`src/rtl/link_attn_pkg.sv`:
```
package link_attn_pkg;
  localparam int unsigned CSR_W   = 16;
  localparam int unsigned B_FN    = 0;
  localparam int unsigned B_MAINT = 5;
  localparam int unsigned B_IE    = 6;
  localparam int unsigned B_ATTN  = 13;
  localparam int unsigned B_ACK   = 14;
  localparam int unsigned B_ERR   = 15;

  typedef struct packed {
    logic maint;
    logic ie;
    logic fn;
  } ctl_t;
endpackage

```
`src/rtl/attn_edge_sync.sv`:
```
module attn_edge_sync #(
  parameter int unsigned STAGES = 2
) (
  input  logic clk_i,
  input  logic rst_ni,
  input  logic attn_i,
  output logic level_o,
  output logic rise_o
);
  logic [STAGES-1:0] sync_q;
  logic              prev_q;

  for (genvar g = 0; g < STAGES; g++) begin : g_stage
    if (g == 0) begin : g_first
      always_ff @(posedge clk_i or negedge rst_ni) begin
        if (!rst_ni) sync_q[0] <= 1'b0;
        else         sync_q[0] <= attn_i;
      end
    end else begin : g_next
      always_ff @(posedge clk_i or negedge rst_ni) begin
        if (!rst_ni) sync_q[g] <= 1'b0;
        else         sync_q[g] <= sync_q[g-1];
      end
    end
  end

  always_ff @(posedge clk_i or negedge rst_ni) begin
    if (!rst_ni) prev_q <= 1'b0;
    else         prev_q <= sync_q[STAGES-1];
  end

  assign level_o = sync_q[STAGES-1];
  assign rise_o  = sync_q[STAGES-1] & ~prev_q;

  p_rise_single_r3: assert property (@(posedge clk_i) disable iff (!rst_ni)
    rise_o |=> !rise_o);
endmodule

```
`src/rtl/attn_event_track.sv`:
```
module attn_event_track #(
  parameter int unsigned PEND_W = 4
) (
  input  logic              clk_i,
  input  logic              rst_ni,
  input  logic              clr_i,
  input  logic              rise_i,
  input  logic              ack_i,
  output logic              err_o,
  output logic [PEND_W-1:0] pend_o
);
  localparam logic [PEND_W-1:0] PEND_MAX = '1;

  logic              err_q;
  logic [PEND_W-1:0] pend_q;
  logic              room;

  assign room = (pend_q != PEND_MAX);

  always_ff @(posedge clk_i or negedge rst_ni) begin
    if (!rst_ni) begin
      err_q  <= 1'b0;
      pend_q <= '0;
    end else if (clr_i) begin
      err_q  <= 1'b0;
      pend_q <= '0;
    end else if (ack_i) begin
      // flag drops for a cycle so a level consumer sees a fresh edge
      err_q <= 1'b0;
      if (rise_i && room) pend_q <= pend_q + 1'b1;
    end else if (!err_q) begin
      if (rise_i) begin
        err_q <= 1'b1;
      end else if (pend_q != '0) begin
        err_q  <= 1'b1;
        pend_q <= pend_q - 1'b1;
      end
    end else if (rise_i && room) begin
      pend_q <= pend_q + 1'b1;
    end
  end

  assign err_o  = err_q;
  assign pend_o = pend_q;

  p_edge_sets_r3: assert property (@(posedge clk_i) disable iff (!rst_ni)
    (!clr_i && !ack_i && !err_q && rise_i) |=> err_q);
  p_edge_counted_r5: assert property (@(posedge clk_i) disable iff (!rst_ni)
    (!clr_i && !ack_i && err_q && rise_i && room) |=> (pend_q == $past(pend_q) + 1'b1));
  p_redeliver_r5: assert property (@(posedge clk_i) disable iff (!rst_ni)
    (!clr_i && !ack_i && !err_q && pend_q != '0) |=> err_q);
  p_ack_drops_r11: assert property (@(posedge clk_i) disable iff (!rst_ni)
    (ack_i && !clr_i) |=> !err_q);
  p_hold_clear_r8: assert property (@(posedge clk_i) disable iff (!rst_ni)
    clr_i |=> (!err_q && pend_q == '0));
endmodule

```
`src/rtl/link_csr_regs.sv`:
```
module link_csr_regs
  import link_attn_pkg::*;
#(
  parameter int unsigned PEND_W = 4
) (
  input  logic              clk_i,
  input  logic              rst_ni,
  input  logic              bus_rst_i,
  input  logic              wr_i,
  input  logic              rd_i,
  input  logic [CSR_W-1:0]  wdata_i,
  input  logic              err_i,
  input  logic              attn_lvl_i,
  input  logic [PEND_W-1:0] pend_i,
  output logic [CSR_W-1:0]  rdata_o,
  output logic              fn_o,
  output logic              ie_o,
  output logic              maint_o,
  output logic              ack_o
);
  ctl_t ctl_q;
  logic view_q;

  always_ff @(posedge clk_i or negedge rst_ni) begin
    if (!rst_ni) begin
      ctl_q  <= '0;
      view_q <= 1'b0;
    end else if (bus_rst_i) begin
      ctl_q  <= '0;
      view_q <= 1'b0;
    end else if (wr_i) begin
      // enable lands with the same write that leaves maintenance
      ctl_q.maint <= wdata_i[B_MAINT];
      ctl_q.ie    <= wdata_i[B_IE] & ~wdata_i[B_MAINT];
      ctl_q.fn    <= wdata_i[B_FN] & ~wdata_i[B_MAINT];
      view_q      <= wdata_i[B_ERR];
    end else if (rd_i) begin
      view_q <= 1'b0;
    end
  end

  always_comb begin
    rdata_o = '0;
    if (view_q) begin
      rdata_o[PEND_W-1:0] = pend_i;
    end else begin
      rdata_o[B_FN]    = ctl_q.fn;
      rdata_o[B_MAINT] = ctl_q.maint;
      rdata_o[B_IE]    = ctl_q.ie;
      rdata_o[B_ATTN]  = attn_lvl_i;
      rdata_o[B_ERR]   = err_i;
    end
  end

  assign fn_o    = ctl_q.fn;
  assign ie_o    = ctl_q.ie;
  assign maint_o = ctl_q.maint;
  assign ack_o   = wr_i & wdata_i[B_ACK] & ~bus_rst_i;

  p_ie_hold_r9: assert property (@(posedge clk_i) disable iff (!rst_ni)
    (ctl_q.ie && !wr_i && !bus_rst_i) |=> ctl_q.ie);
  p_maint_exit_r9: assert property (@(posedge clk_i) disable iff (!rst_ni)
    (wr_i && !bus_rst_i && wdata_i[B_IE] && !wdata_i[B_MAINT]) |=> ctl_q.ie);
  p_view_end_r7: assert property (@(posedge clk_i) disable iff (!rst_ni)
    (rd_i && !wr_i) |=> !view_q);
  p_maint_quiet_r8: assert property (@(posedge clk_i) disable iff (!rst_ni)
    ctl_q.maint |-> (!ctl_q.ie && !ctl_q.fn));
  p_bus_reset_r1: assert property (@(posedge clk_i) disable iff (!rst_ni)
    bus_rst_i |=> (ctl_q == '0 && !view_q));
endmodule

```
`src/rtl/link_attn_ctrl.sv`:
```
module link_attn_ctrl
  import link_attn_pkg::*;
#(
  parameter int unsigned SYNC_STAGES = 2,
  parameter int unsigned PEND_W      = 4
) (
  input  logic             clk_i,
  input  logic             rst_ni,
  input  logic             bus_rst_i,
  input  logic             wr_i,
  input  logic             rd_i,
  input  logic [CSR_W-1:0] wdata_i,
  output logic [CSR_W-1:0] rdata_o,
  input  logic             attn_i,
  output logic             fn_o,
  output logic             irq_o
);
  logic              attn_lvl, attn_rise;
  logic              err, ie, maint, ack, hold;
  logic [PEND_W-1:0] pend;

  attn_edge_sync #(.STAGES(SYNC_STAGES)) u_sync (
    .clk_i   (clk_i),
    .rst_ni  (rst_ni),
    .attn_i  (attn_i),
    .level_o (attn_lvl),
    .rise_o  (attn_rise)
  );

  assign hold = bus_rst_i | maint;

  attn_event_track #(.PEND_W(PEND_W)) u_track (
    .clk_i  (clk_i),
    .rst_ni (rst_ni),
    .clr_i  (hold),
    .rise_i (attn_rise),
    .ack_i  (ack),
    .err_o  (err),
    .pend_o (pend)
  );

  link_csr_regs #(.PEND_W(PEND_W)) u_csr (
    .clk_i      (clk_i),
    .rst_ni     (rst_ni),
    .bus_rst_i  (bus_rst_i),
    .wr_i       (wr_i),
    .rd_i       (rd_i),
    .wdata_i    (wdata_i),
    .err_i      (err),
    .attn_lvl_i (attn_lvl),
    .pend_i     (pend),
    .rdata_o    (rdata_o),
    .fn_o       (fn_o),
    .ie_o       (ie),
    .maint_o    (maint),
    .ack_o      (ack)
  );

  assign irq_o = err & ie;

  p_irq_drop_r4: assert property (@(posedge clk_i) disable iff (!rst_ni)
    (irq_o && ack && !attn_rise) |=> !irq_o);
endmodule

```
`config.mk`:
```
export PLATFORM = sky130hd
export DESIGN_NAME = link_attn_ctrl
export DESIGN_NICKNAME = d
export VERILOG_FILES = /design/src/rtl/link_attn_pkg.sv /design/src/rtl/attn_edge_sync.sv /design/src/rtl/attn_event_track.sv /design/src/rtl/link_csr_regs.sv /design/src/rtl/link_attn_ctrl.sv
export SDC_FILE = /design/constraint.sdc
export NUM_CORES = 1
export LEC_CHECK = 0
export BUFFER_PORTS_ARGS = -buffer_cell sky130_fd_sc_hd__buf_2
export CAP_MARGIN = 20
export CORE_UTILIZATION = 30
export DETAILED_ROUTE_END_ITERATION = 8
export PLACE_DENSITY = 0.58
export SLEW_MARGIN = 10
export SYNTH_ARGS = -nofsm -noshare
export SYNTH_HDL_FRONTEND = slang
export SYNTH_HIERARCHICAL = 1
export SYNTH_SLANG_ARGS = --single-unit
```
`constraint.sdc`:
```
create_clock -name clk_i -period 3.7 [get_ports clk_i]
set_input_delay 0.37 -clock clk_i [delete_from_list [all_inputs] [get_ports clk_i]]
set_output_delay 0.37 -clock clk_i [all_outputs]
set_load 0.02 [all_outputs]
```
Yosys cells after proc, flatten, opt, wreduce, memory -nomap -nowiden
Cells that the tools add are included.

word-level totals
  register bits after elaboration = 12
  latch bits = 0
  RAM bits = 0
  bits in read-only memories = 0
  bits of input ports = 22
  output and inout bits = 18
  word-level logic and storage cells = 50
  memories = 0

operators by class
  $add $sub $neg = 2
  multiply operators = 0
  div/mod/pow operators = 0
  magnitude comparators = 0
  equality and inequality tests = 2
  shift operators = 0
  multiplexer cells = 21
  bitwise logic cells = 10
  reduce and logical (&&, ||, !) cells = 6

operators by type and width
  kind                                               count
  2-to-1 mux 4 bit                                   6
  2-to-1 mux 1 bit                                   11
  2-to-1 mux 3 bit                                   3
  != test 4 bit (second input constant)              2
  nonzero test 4 bit                                 2
  bitwise AND 1 bit                                  6
  adder 4 x 1 -> 4 bit (second input constant)       1
  subtractor 4 x 1 -> 4 bit (second input constant)  1
  inverter 1 bit                                     3
  nonzero test 3 bit                                 1
  2-to-1 mux 2 bit                                   1
  AND reduction 2 bit                                1
  nonzero test 2 bit                                 1
  logical AND 1 bit                                  1
  bitwise OR 1 bit                                   1

Logic depth before layout (Yosys ltp)
Gate-level depths: netlist (run 1).

  depth after elaboration = 7
  mapped depth = 7
  mapped depth without buffers = 6

Modules after synthesis
The synthesis (run 1) kept the hierarchy.

by module, submodules not included
  module            instances  cells an instance  area each (sq um)  sequential area each (sq um)
  attn_event_track  1          47                 420.4              125.1
  link_csr_regs     1          33                 292.8              100.1
  attn_edge_sync    1          4                  88.8               75.1
  link_attn_ctrl    1          2                  12.5               0.0

Least setup slack after synthesis (run 1)
OpenSTA, ideal clock, no wires.

  path kind = flip-flop to flip-flop
  start point = reg u_track.pend_q[0], in the netlist u_track/pend_o[0]
  end point = reg u_track.pend_q[3], in the netlist u_track/pend_o[3]
  library setup time = 0.128 ns
  arrival = 1.637 ns
  data required time = 3.572 ns
  setup slack = 1.935 ns
  stages on the path, launching flop included = 7
  path buffers = 0
  clock period less this slack = 1.765 ns
  cell sequence = dfrtp_1 inv_1 ha_1 or3b_4 and2_4 o22ai_1 mux2_1

on the way
  cells in the longest elaborated chain, start to end = 6
  elaborated cells between the ends (all ways) = 13
  those cells by class = add/sub: 2; eq/ne: 1; mux: 6; reduce/logical: 4

RTL lines
  item                                                               line                                                                    source
  from (decl)                                                        attn_event_track.sv:15                                                  logic [PEND_W-1:0] pend_q;
  from (signal assigned)                                             attn_event_track.sv:30                                                  if (rise_i && room) pend_q <= pend_q + 1'b1;
  from (signal assigned)                                             attn_event_track.sv:36                                                  pend_q <= pend_q - 1'b1;
  from (signal assigned)                                             attn_event_track.sv:39                                                  pend_q <= pend_q + 1'b1;
  subtractor 4 x 1 -> 4 bit / != test 4 bit (equally long branches)  attn_event_track.sv:36, attn_event_track.sv:18
  2-to-1 mux 4 bit / logical AND 1 bit (equally long branches)       attn_event_track.sv:34, attn_event_track.sv:30, attn_event_track.sv:38
  2-to-1 mux 4 bit, on equally long branches                         attn_event_track.sv:32, attn_event_track.sv:30, attn_event_track.sv:38
  2-to-1 mux 4 bit                                                   attn_event_track.sv:31                                                  end else if (!err_q) begin
  2-to-1 mux 4 bit                                                   attn_event_track.sv:27                                                  end else if (ack_i) begin
  2-to-1 mux 4 bit                                                   attn_event_track.sv:24                                                  end else if (clr_i) begin

Parallel ways exist; a longest one is shown, timed or not. The select of a mux whose other input is x is not followed.
A chain may end at the register's enable or synchronous reset.

Worst setup path after layout (run 1)
Ends and elaborated chain as after synthesis.

==> metrics.txt, run 1 <==
critical path buffer and inverter count=1; DR WL/cell=10.95 um; clock share of power=20.2%; CTS Root Cell=clkbuf_4; Hold Path Stages=1; H-tree level count=1; clock-pin transition on the worst setup and hold timing paths=0.08 ns; synth warn=6; Worst Setup End Kind=flop; final layout net count=roughly 130; total chip power=0.5131 mW; cell family contributing the most delay on the critical path=simple AND/OR/NAND/NOR gates; Final Hold Viols=0; number of max-cap violations=0; Inserted Diodes=0; class of the most critical hold timing path=primary input to flop; syn avg cell area=9.471 um2; count of flip-flops with a built-in enable after synthesis=0; leakage power figure=0.4711 nW; Period Utilization, post-route=between 50% and 60%; critical register-to-register path startpoint=u_track/pend_o[0]; Crit Path Class=flop to flop; final weighted congestion in routability-driven placement=~0.84; #FFs+latches synth=12; starting density of the core=32.29%; highest cell delay on the worst timing path=0.46 ns; number of cells traversed by the worst register-to-register path=6; clock latency at the later pin of the worst-skew pair=0.27 ns; count of cells resized by post-cts repair=0; residual overflow from global routing=0; GRT Util Overall=12.68%; clock tree from TritonCTS=done; Top FF cell, synth=dfrtp_1; fraction of layout instances using a drive strength above 1=between 30 and 40%; max-slew violation count=0; aggregate negative setup slack=0 ns; number of placed I/O pins=40; worst endpoint required time=3.86 ns; HPWL after detailed placement=around 1200 um; unrepaired setup endpoints after global routing=no; total vias in the final route=652; row count=18; number of global-route vias before repair=579; per-cell via count in the routed design=4.725; number of iterations in the first detailed-routing pass=4; placeable core area=2522 um2; startpoint type of the worst setup path=flop; total wire length after detailed routing=1511 um; async set-reset flop share out of synthesis=100.0%; die area=2927 um2; sequential fraction of design power=38.6%; critical path peak fanout=6; area overhead of the layout relative to synthesis=16.44%; number of buffers created by CTS=3; cell with the largest stage delay on the worst path=dfrtp_1; maximum number of pins on one net before global-route repair=13; worst-case register-to-register setup slack=1.78 ns; time the worst path needs with I/O delays and setup=1.915 ns; area of the mapped netlist=814.5 um2; cell count after synthesis=86; DRC violation count after routing=0; switch share=37.25%; setup-violating endpoint count in the final report=0; status=completed; cell-by-cell listing of the critical path=inv_1, ha_1, or3b_4, and2_4, o22ai_1, mux2_1; destination of the worst register-to-register timing path=u_track/pend_o[3]; Max IR drop VDD=a little over 0.2 mV; DRT antenna net count=0; number of distinct library cells after synthesis=38; Layout Skew=0.001020 ns; fillers=279; net switching component of the power=0.1911 mW; number of DRC markers after the initial detailed-route iteration=9; chip width=54.11 um; Port Buf Inserts=20; f_max=around 0.52 GHz; buffers from clock root to sink, at most=2; Hold Crit Start=attn_i; first-pass GRT wire length=2587 um; DIE HEIGHT=54.11 um; number of clock sinks=12; antenna violations before repair=0; portion of total power attributed to combinational logic=41.3%; power density over the cells=541.0 nW/um2; Internal Pwr Total=0.3219 mW; end of the worst hold path=u_sync/sync_q[0]; sequential-to-total area share from yosys stat=36.87%; WP data arrival=slightly above 2 ns
-- Yosys cell counts (2+ instances only) --
| cell type | count | area, um2 |
|---|---|---|
| a21oi_1 | 3 | 15.01 |
| a21oi_2 | 2 | 17.52 |
| a32o_1 | 2 | 20.02 |
| and2_1 | 4 | 25.02 |
| and2b_1 | 2 | 15.01 |
| buf_4 | 8 | 60.06 |
| dfrtp_1 | 12 | 300.3 |
| ha_1 | 3 | 37.54 |
| inv_1 | 3 | 11.26 |
| nand2_1 | 3 | 11.26 |
| nand3_1 | 2 | 10.01 |
| nor2_1 | 10 | 37.54 |
| nor2b_1 | 2 | 12.51 |
| nor3_1 | 4 | 20.02 |
| o21ai_0 | 2 | 10.01 |
| or2_1 | 2 | 12.51 |
-- worst max-delay path by stage --
| stage | cells after the start | from | to |
|---|---|---|---|
| 6_report | 6 | u_track/pend_o[0] | u_track/pend_o[3] |
| 5_1_grt | 6 | u_track/pend_o[1] | u_track/pend_o[3] |
| 4_1_cts | 6 | u_track/pend_o[0] | u_track/pend_o[3] |
| 3_5_place_dp | 6 | bus_rst_i | u_track/pend_o[0] |
| 3_3_place_gp | 6 | bus_rst_i | u_track/pend_o[0] |
| 2_1_floorplan | 6 | u_track/pend_o[0] | u_track/pend_o[3] |
-- logic make-up (layout without fill, tap and decap cells) --
family                     count (synthesis)  after routing  share of synthesized area (%)
and+or+nand+nor                           39             39                          29.19
adders and majority gates                  3              3                          4.609
AOI/OAI and AO/OA                         14             14                          12.29
buffers and inverters                     13             28                          10.75
other                                      1              8                         0.4604
muxes                                      4              4                          5.836
DFF                                       12             12                          36.87
-- through the flow --
stage                     area [um2]  util, %  hold slack (ns)  worst slack [ns]  cells
after floorplan                840.8        -          0.07441             1.935     93
after global placement         902.1    35.76           0.2689             1.754    133
after detailed placement       902.1    35.76           0.2702             1.744    133
after CTS                      948.4    37.60           0.1957             1.772    138
after global routing           948.4    37.60           0.1824             1.687    138
final                          948.4    37.60           0.2049             1.785    138
-- placed cells by master, fill, tap and decap left out, types with 2 or more instances in the layout --
cell type / n
nand3_1: 2
inv_1: 3
conb_1: 8
clkbuf_4: 3
nor2b_1: 2
a32o_1: 2
nand2_1: 3
nor3_1: 4
and2_1: 4
ha_1: 3
o21ai_0: 2
nor2_1: 10
or2_1: 2
a21oi_1: 3
a21oi_2: 2
and2b_1: 2
dfrtp_1: 12
buf_2: 20
-- area by class of cell --
class                   instances  area, um2  area share, %
well taps                      30      37.54          3.958
flip-flops and latches         12      300.3          31.66
repair buffers                 21      110.1          11.61
multi-input cells              68      452.9          47.76
clock buffers                   4      36.28          3.826
inverters                       3      11.26          1.187
-- flip-flops by register name (all words and copies together) (netlist names) --
| register | flops |
|---|---|
| u_csr/ie_o | 1 |
| u_csr/maint_o | 1 |
| u_csr/view_q | 1 |
| u_sync/prev_q | 1 |
| u_sync/level_o | 1 |
| u_csr/fn_o | 1 |
| u_sync/sync_q | 1 |
| u_track/pend_o | 4 |
| u_track/err_o | 1 |
-- power groups by stage --
stage	sequential, mW	combinational, mW	clock [mW]
floorplan	0.189	0.181	0
global placement	0.200	0.209	0
detailed placement	0.202	0.211	0
CTS	0.199	0.213	0.109
global route	0.205	0.237	0.115
finish	0.198	0.212	0.103
-- timing repair --
item | 4_1_cts | 5_1_grt
hold buffers | 1 | 0
endpoints found under the hold margin | 12 | 0
setup buffers | 0 | 0
setup endpoints to repair | 0 | 0
-- metal layers --
metal / track usage, % / share of wire [%] / vias to the layer above
met4: 7.692 / 0.79 / 0
met3: 3.390 / 5.8 / 2
met5: 0 / 0 / -
met1: 17.32 / 46 / 292
li1: - / - / 332
met2: 17.49 / 47 / 26
No activity file was read; power rests on OpenSTA's default activity.
==> inputs of run 2 (changes only) <==
--- a/config.mk
+++ b/config.mk
@@ -9,7 +9,7 @@
 export CAP_MARGIN = 20
 export CORE_UTILIZATION = 30
 export DETAILED_ROUTE_END_ITERATION = 8
-export PLACE_DENSITY = 0.58
+export PLACE_DENSITY = 0.6
 export SLEW_MARGIN = 10
 export SYNTH_ARGS = -nofsm -noshare
 export SYNTH_HDL_FRONTEND = slang
==> constraint.sdc (replaced) <==
create_clock -name clk_i -period 1.6 [get_ports clk_i]
set_input_delay 0.16 -clock clk_i [delete_from_list [all_inputs] [get_ports clk_i]]
set_output_delay 0.16 -clock clk_i [all_outputs]
set_load 0.02 [all_outputs]
==> metrics.txt, run 2 (synthesized netlist as in run 1, its figures left out) <==
WP data arrival=1.87 ns (was 2.07 ns); worst hold slack across all endpoints=0.1293 ns (was 0.2049 ns); total chip power=1.478 mW (was 0.5131 mW); fraction of layout instances using a drive strength above 1=44.35% (was 30.56%); Period Utilization, post-route=107.6% (was 51.77%); row count=18 (unchanged); antenna violations before repair=0 (unchanged); die area=2927 um2 (unchanged); Post-Layout Inst Area=1119 um2 (was 948.4 um2); leakage power figure=0.5581 nW (was 0.4711 nW); final cell count without fillers=154 (was 138); clock-pin transition on the worst setup and hold timing paths=0.07 ns (was 0.08 ns); number of max-cap violations=0 (unchanged); residual overflow from global routing=0 (unchanged); Placement Cell Area=991.0 um2 (was 902.1 um2); H-tree level count=1 (unchanged); time the worst path needs with I/O delays and setup=1.721 ns (was 1.915 ns); buffers from clock root to sink, at most=2 (unchanged); starting density of the core=32.29% (unchanged); chip width=54.11 um (unchanged); status=finished, violations left (was completed); number of placed I/O pins=40 (unchanged); DRC violation count after routing=0 (unchanged); DIE HEIGHT=54.11 um (unchanged); Final Hold Viols=0 (unchanged); area overhead of the layout relative to synthesis=37.33% (was 16.44%); cell-by-cell listing of the critical path=inv_2, ha_4, or3b_4, buf_6, a21oi_4, a21oi_2, mux2_4 (was inv_1, ha_1, or3b_4, and2_4, o22ai_1, mux2_1); maximum number of pins on one net before global-route repair=13 (unchanged); clock tree from TritonCTS=done (unchanged); number of global-route vias before repair=731 (was 579); max-slew violation count=0 (unchanged); CTS Root Cell=clkbuf_4 (unchanged); area occupied by multi-input gates=499.2 um2 (was 452.9 um2); highest cell delay on the worst timing path=0.39 ns (was 0.46 ns); total vias in the final route=715 (was 652); fillers=266 (was 279); f_max=0.5811 GHz (was 0.5221 GHz); HPWL after detailed placement=1395 um (was 1160 um); number of clock sinks=12 (unchanged); class of the most critical hold timing path=primary input to flop (unchanged); violations in the final reports=negative setup slack; first-pass GRT wire length=3105 um (was 2587 um); cell family contributing the most delay on the critical path=flip-flops (was simple AND/OR/NAND/NOR gates); worst endpoint required time=1.75 ns (was 3.86 ns); Crit Path Class=flop to flop (unchanged); power density over the cells=1321 nW/um2 (was 541.0 nW/um2); number of buffers created by CTS=3 (unchanged); Inserted Diodes=0 (unchanged); placeable core area=2522 um2 (unchanged); number of DRC markers after the initial detailed-route iteration=12 (was 9); DRT antenna net count=0 (unchanged); least setup slack across all paths after layout=-0.1208 ns (was 1.785 ns); critical path peak fanout=2 (was 6); GRT Util Overall=15.20% (was 12.68%); pre-CTS setup slack=-0.1441 ns (was 1.744 ns); Port Buf Inserts=20 (unchanged); unrepaired setup endpoints after global routing=yes (was no); setup-violating endpoint count in the final report=3 (was 0); startpoint type of the worst setup path=flop (unchanged); clock latency at the later pin of the worst-skew pair=0.26 ns (was 0.27 ns); Worst Setup End Kind=flop (unchanged); Layout Skew=0.003150 ns (was 0.001020 ns); area taken by flip-flops and latches=300.3 um2 (unchanged); final weighted congestion in routability-driven placement=0.8718 (was 0.8407); critical path buffer and inverter count=2 (was 1); Placed Instances=144 (was 133); total wire length after detailed routing=1814 um (was 1511 um); cell with the largest stage delay on the worst path=dfrtp_1 (unchanged); final layout net count=151 (was 134); DR WL/cell=11.78 um (was 10.95 um); commonest non-fill, non-tap cell in the layout=buf_2 (unchanged); flip-flop count of the largest register, all copies and words added=4 (unchanged); per-cell via count in the routed design=4.643 (was 4.725); commonest cells after routing, fill and taps aside=20 x buf_2, 14 x buf_4, 12 x dfrtp_1 (was 20 x buf_2, 12 x dfrtp_1, 10 x nor2_1); number of iterations in the first detailed-routing pass=6 (was 4); Max IR drop VDD=0.8089 mV (was 0.2046 mV)
==> run 2: worst reg2reg max path, cell delays in order (launching register included) <==
cell and delay [ns]:
dfrtp_1 0.39, inv_2 0.08, ha_4 0.12, or3b_4 0.38
buf_6 0.13, a21oi_4 0.15, a21oi_2 0.06, mux2_4 0.29
==> run 2: final timing paths <==
check                             startpoint                 to  slack, ns  cells past startpoint
max                        u_track/pend_o[1]  u_track/pend_o[0]      -0.12                      7
min                              wdata_i[15]       u_csr/view_q       0.13                      3
max reg2reg                u_track/pend_o[1]  u_track/pend_o[0]      -0.12                      7
min reg2reg                 u_sync/sync_q[0]     u_sync/level_o       0.37                      0
max in group asynchronous             rst_ni  u_track/pend_o[1]       1.08                      2
min in group asynchronous             rst_ni     u_sync/level_o       0.30                      2
==> run 2: final cells by class <==
class | count | area share (%)
timing repair buffer | 38 | 22.15
sequential | 12 | 26.85
inverter | 3 | 1.007
multi-input combinational | 68 | 44.63
tap | 30 | 3.356
clock buffer | 3 | 2.013
==> run 2: repair_timing <==
action | CTS | global route
pin swaps | 2 | 3
hold buffers | 2 | 0
buffers inserted | 3 | 2
gates resized for setup | 2 | 10
endpoints found under the setup margin | 2 | 4
hold endpoints to repair | 13 | 0
==> run 2: report_power, final <==
| group | total, mW | leakage, nW | switching (mW) | internal (mW) |
|---|---|---|---|---|
| Clock | 0.178 | 0.0138 | 0.0908 | 0.0869 |
| Combinational | 0.896 | 0.389 | 0.418 | 0.478 |
| Sequential | 0.404 | 0.155 | 0.0428 | 0.362 |
| Total | 1.48 | 0.558 | 0.552 | 0.927 |
==> run 2: routing by layer <==
metal | routed length, um | track usage, % | up-vias
met2 | 946 | 26.95 | 25
met4 | 10 | 8.974 | 0
met5 | 0 | 0 | -
met3 | 94 | 1.695 | 2
met1 | 762 | 17.32 | 325
li1 | - | - | 363
==> run 2: stage by stage <==
step	TNS (ns)	util [%]
floorplan	-0.2462	-
global placement	-0.1551	39.29
detailed placement	-0.1728	39.29
CTS	-0.3199	42.31
global route	-0.5475	44.35
finish	-0.2858	44.35
==> inputs of run 3 (changes only) <==
--- a/config.mk
+++ b/config.mk
@@ -8,6 +8,7 @@
 export BUFFER_PORTS_ARGS = -buffer_cell sky130_fd_sc_hd__buf_2
 export CAP_MARGIN = 20
 export CORE_UTILIZATION = 30
+export CTS_BUF_LIST = sky130_fd_sc_hd__clkbuf_16
 export DETAILED_ROUTE_END_ITERATION = 8
 export PLACE_DENSITY = 0.6
 export SLEW_MARGIN = 10
==> metrics.txt, run 3 (synthesized netlist as in run 1, its figures left out) <==
status=finished, violations left (unchanged); violations in the final reports=negative setup slack (unchanged); first-pass GRT wire length=3201 um (was 3105 um); HPWL after detailed placement=1395 um (unchanged); clock tree from TritonCTS=done (unchanged); Layout Skew=0.0007636 ns (was 0.003150 ns); row count=18 (unchanged); leakage power figure=0.5685 nW (was 0.5581 nW); end of the worst hold path=u_sync/sync_q[0] (was u_csr/view_q); max-slew violation count=0 (unchanged); number of cells traversed by the worst register-to-register path=5 (was 7); H-tree level count=1 (unchanged); total vias in the final route=717 (was 715); buffers from clock root to sink, at most=2 (unchanged); Hold Path Stages=1 (was 3); clock-pin transition on the worst setup and hold timing paths=0.04 ns (was 0.07 ns); cell family contributing the most delay on the critical path=compound AO/OA/AOI/OAI gates (was flip-flops); placeable core area=2522 um2 (unchanged); critical register-to-register path startpoint=u_track/pend_o[0] (was u_track/pend_o[1]); final weighted congestion in routability-driven placement=0.8718 (unchanged); commonest non-fill, non-tap cell in the layout=buf_2 (unchanged); highest cell delay on the worst timing path=0.39 ns (about the same); destination of the worst register-to-register timing path=u_track/pend_o[3] (was u_track/pend_o[0]); area overhead of the layout relative to synthesis=40.09% (was 37.33%); final core area utilization=45.24% (was 44.35%); Port Buf Inserts=20 (unchanged); Worst Setup End Kind=flop (unchanged); number of buffers created by CTS=3 (unchanged); fraction of layout instances using a drive strength above 1=42.62% (was 44.35%); per-cell via count in the routed design=4.717 (was 4.643); Crit Path Class=flop to flop (unchanged); final cell count without fillers=152 (was 154); starting density of the core=32.29% (unchanged); max-slew headroom at the worst pin=67.26%; f_max=0.5825 GHz (was 0.5811 GHz); residual overflow from global routing=0 (unchanged); Final Hold Viols=0 (unchanged); DRT antenna net count=0 (unchanged); cell-by-cell listing of the critical path=buf_4, ha_1, a211oi_1, o22ai_4, mux2_4 (was inv_2, ha_4, or3b_4, buf_6, a21oi_4, a21oi_2, mux2_4); setup-violating endpoint count in the final report=4 (was 3); GRT Util Overall=15.78% (was 15.20%); flip-flop count of the largest register, all copies and words added=4 (unchanged); Tightest Pin Transition=0.4867 ns; number of placed I/O pins=40 (unchanged); DRC violation count after routing=0 (unchanged); unrepaired setup endpoints after global routing=yes (unchanged); CTS Root Cell=clkbuf_16 (was clkbuf_4); cell with the largest stage delay on the worst path=a211oi_1 (was dfrtp_1); Period Utilization, post-route=107.3% (was 107.6%); number of iterations in the first detailed-routing pass=4 (was 6); class of the most critical hold timing path=primary input to flop (unchanged); total wire length after detailed routing=1878 um (was 1814 um); final layout net count=149 (was 151); Inserted Diodes=0 (unchanged); worst endpoint required time=1.72 ns (was 1.75 ns); antenna violations before repair=0 (unchanged); power density over the cells=1512 nW/um2 (was 1321 nW/um2); time the worst path needs with I/O delays and setup=1.717 ns (was 1.721 ns); startpoint type of the worst setup path=flop (unchanged); Placed Instances=144 (unchanged); critical path buffer and inverter count=1 (was 2); worst hold slack across all endpoints=0.03485 ns (was 0.1293 ns); DIE HEIGHT=54.11 um (unchanged); critical path peak fanout=5 (was 2); commonest cells after routing, fill and taps aside=20 x buf_2, 14 x buf_4, 12 x dfrtp_1 (unchanged); Placement Cell Area=991.0 um2 (unchanged); Post-Layout Inst Area=1141 um2 (was 1119 um2); worst-case register-to-register setup slack=-0.12 ns (about the same); number of max-cap violations=0 (unchanged); DR WL/cell=12.36 um (was 11.78 um); number of DRC markers after the initial detailed-route iteration=14 (was 12); number of clock sinks=12 (unchanged); aggregate negative setup slack=-0.2833 ns (was -0.2858 ns); maximum number of pins on one net before global-route repair=13 (unchanged); WP data arrival=1.83 ns (was 1.87 ns); die area=2927 um2 (unchanged); chip width=54.11 um (unchanged); clock latency at the later pin of the worst-skew pair=0.23 ns (was 0.26 ns); least setup slack across all paths after layout=-0.1169 ns (was -0.1208 ns); Max IR drop VDD=0.9271 mV (was 0.8089 mV); Hold Crit Start=attn_i (was wdata_i[15]); number of global-route vias before repair=739 (was 731)
==> run 3: changes by cell type in the layout (fill, tap and decap cells not counted), sizes merged <==
cell | before | now
buf | 36 | 35
dlygate4sd3 | 2 | 1
==> run 3: cell type report <==
| type | count | area [um2] |
|---|---|---|
| timing repair buffer | 36 | 226.5 |
| fill | 259 | 1381 |
| clock buffer | 3 | 75.07 |
| multi-input combinational | 68 | 490.5 |
| sequential | 12 | 300.3 |
| inverter | 3 | 11.26 |
| tap | 30 | 37.54 |
==> run 3: worst reg2reg max path: cells and delay by family (launching register included) <==
| kind | cells | cell delay, ns |
|---|---|---|
| flip-flops | 1 | 0.38 |
| buffers and inverters | 1 | 0.16 |
| AO/OA/AOI/OAI | 2 | 0.52 |
| multiplexers | 1 | 0.31 |
| adder cells (fa/ha/maj) | 1 | 0.24 |
==> run 3: worst max-delay path by stage <==
stage                            startpoint                 to  depth (start not counted)
final                     u_track/pend_o[0]  u_track/pend_o[3]                          5
after global routing      u_track/pend_o[1]  u_track/pend_o[3]                          6
after CTS                 u_track/pend_o[1]  u_track/pend_o[3]                          6
after detailed placement  u_track/pend_o[1]  u_track/pend_o[3]                          6
after global placement    u_track/pend_o[1]  u_track/pend_o[3]                          6
after floorplan               u_csr/maint_o  u_track/pend_o[0]                          6
==> run 3: per-stage QoR <==
stage | total power [mW] | setup slack, ns
final | 1.725 | -0.1169
after global routing | 1.842 | -0.1682
after CTS | 1.625 | -0.1128
after detailed placement | 1.093 | -0.1441
after global placement | 1.075 | -0.1320
after floorplan | 0.8702 | -0.1256
==> run 3: timing repair <==
action | CTS | global route
endpoints found under the setup margin | 2 | 4
setup buffers | 2 | 2
pin swaps | 2 | 1
gates resized for setup | 2 | 5
hold endpoints to repair | 12 | 0
hold buffers | 1 | 0
==> run 3: power breakdown <==
group	internal, mW	total, mW	switching, mW
sequential	0.363	0.407	0.0437
combinational	0.466	0.880	0.414
clock	0.324	0.438	0.114
==> run 3: routing by layer <==
| metal | routed length, um | vias up | track usage [%] | part of all wire [%] |
|---|---|---|---|---|
| li1 | - | 358 | - | - |
| met1 | 796 | 329 | 18.00 | 42 |
| met2 | 975 | 28 | 28.19 | 52 |
| met3 | 96 | 2 | 2.542 | 5.1 |
| met4 | 9 | 0 | 7.692 | 0.48 |
| met5 | 0 | - | 0 | 0 |
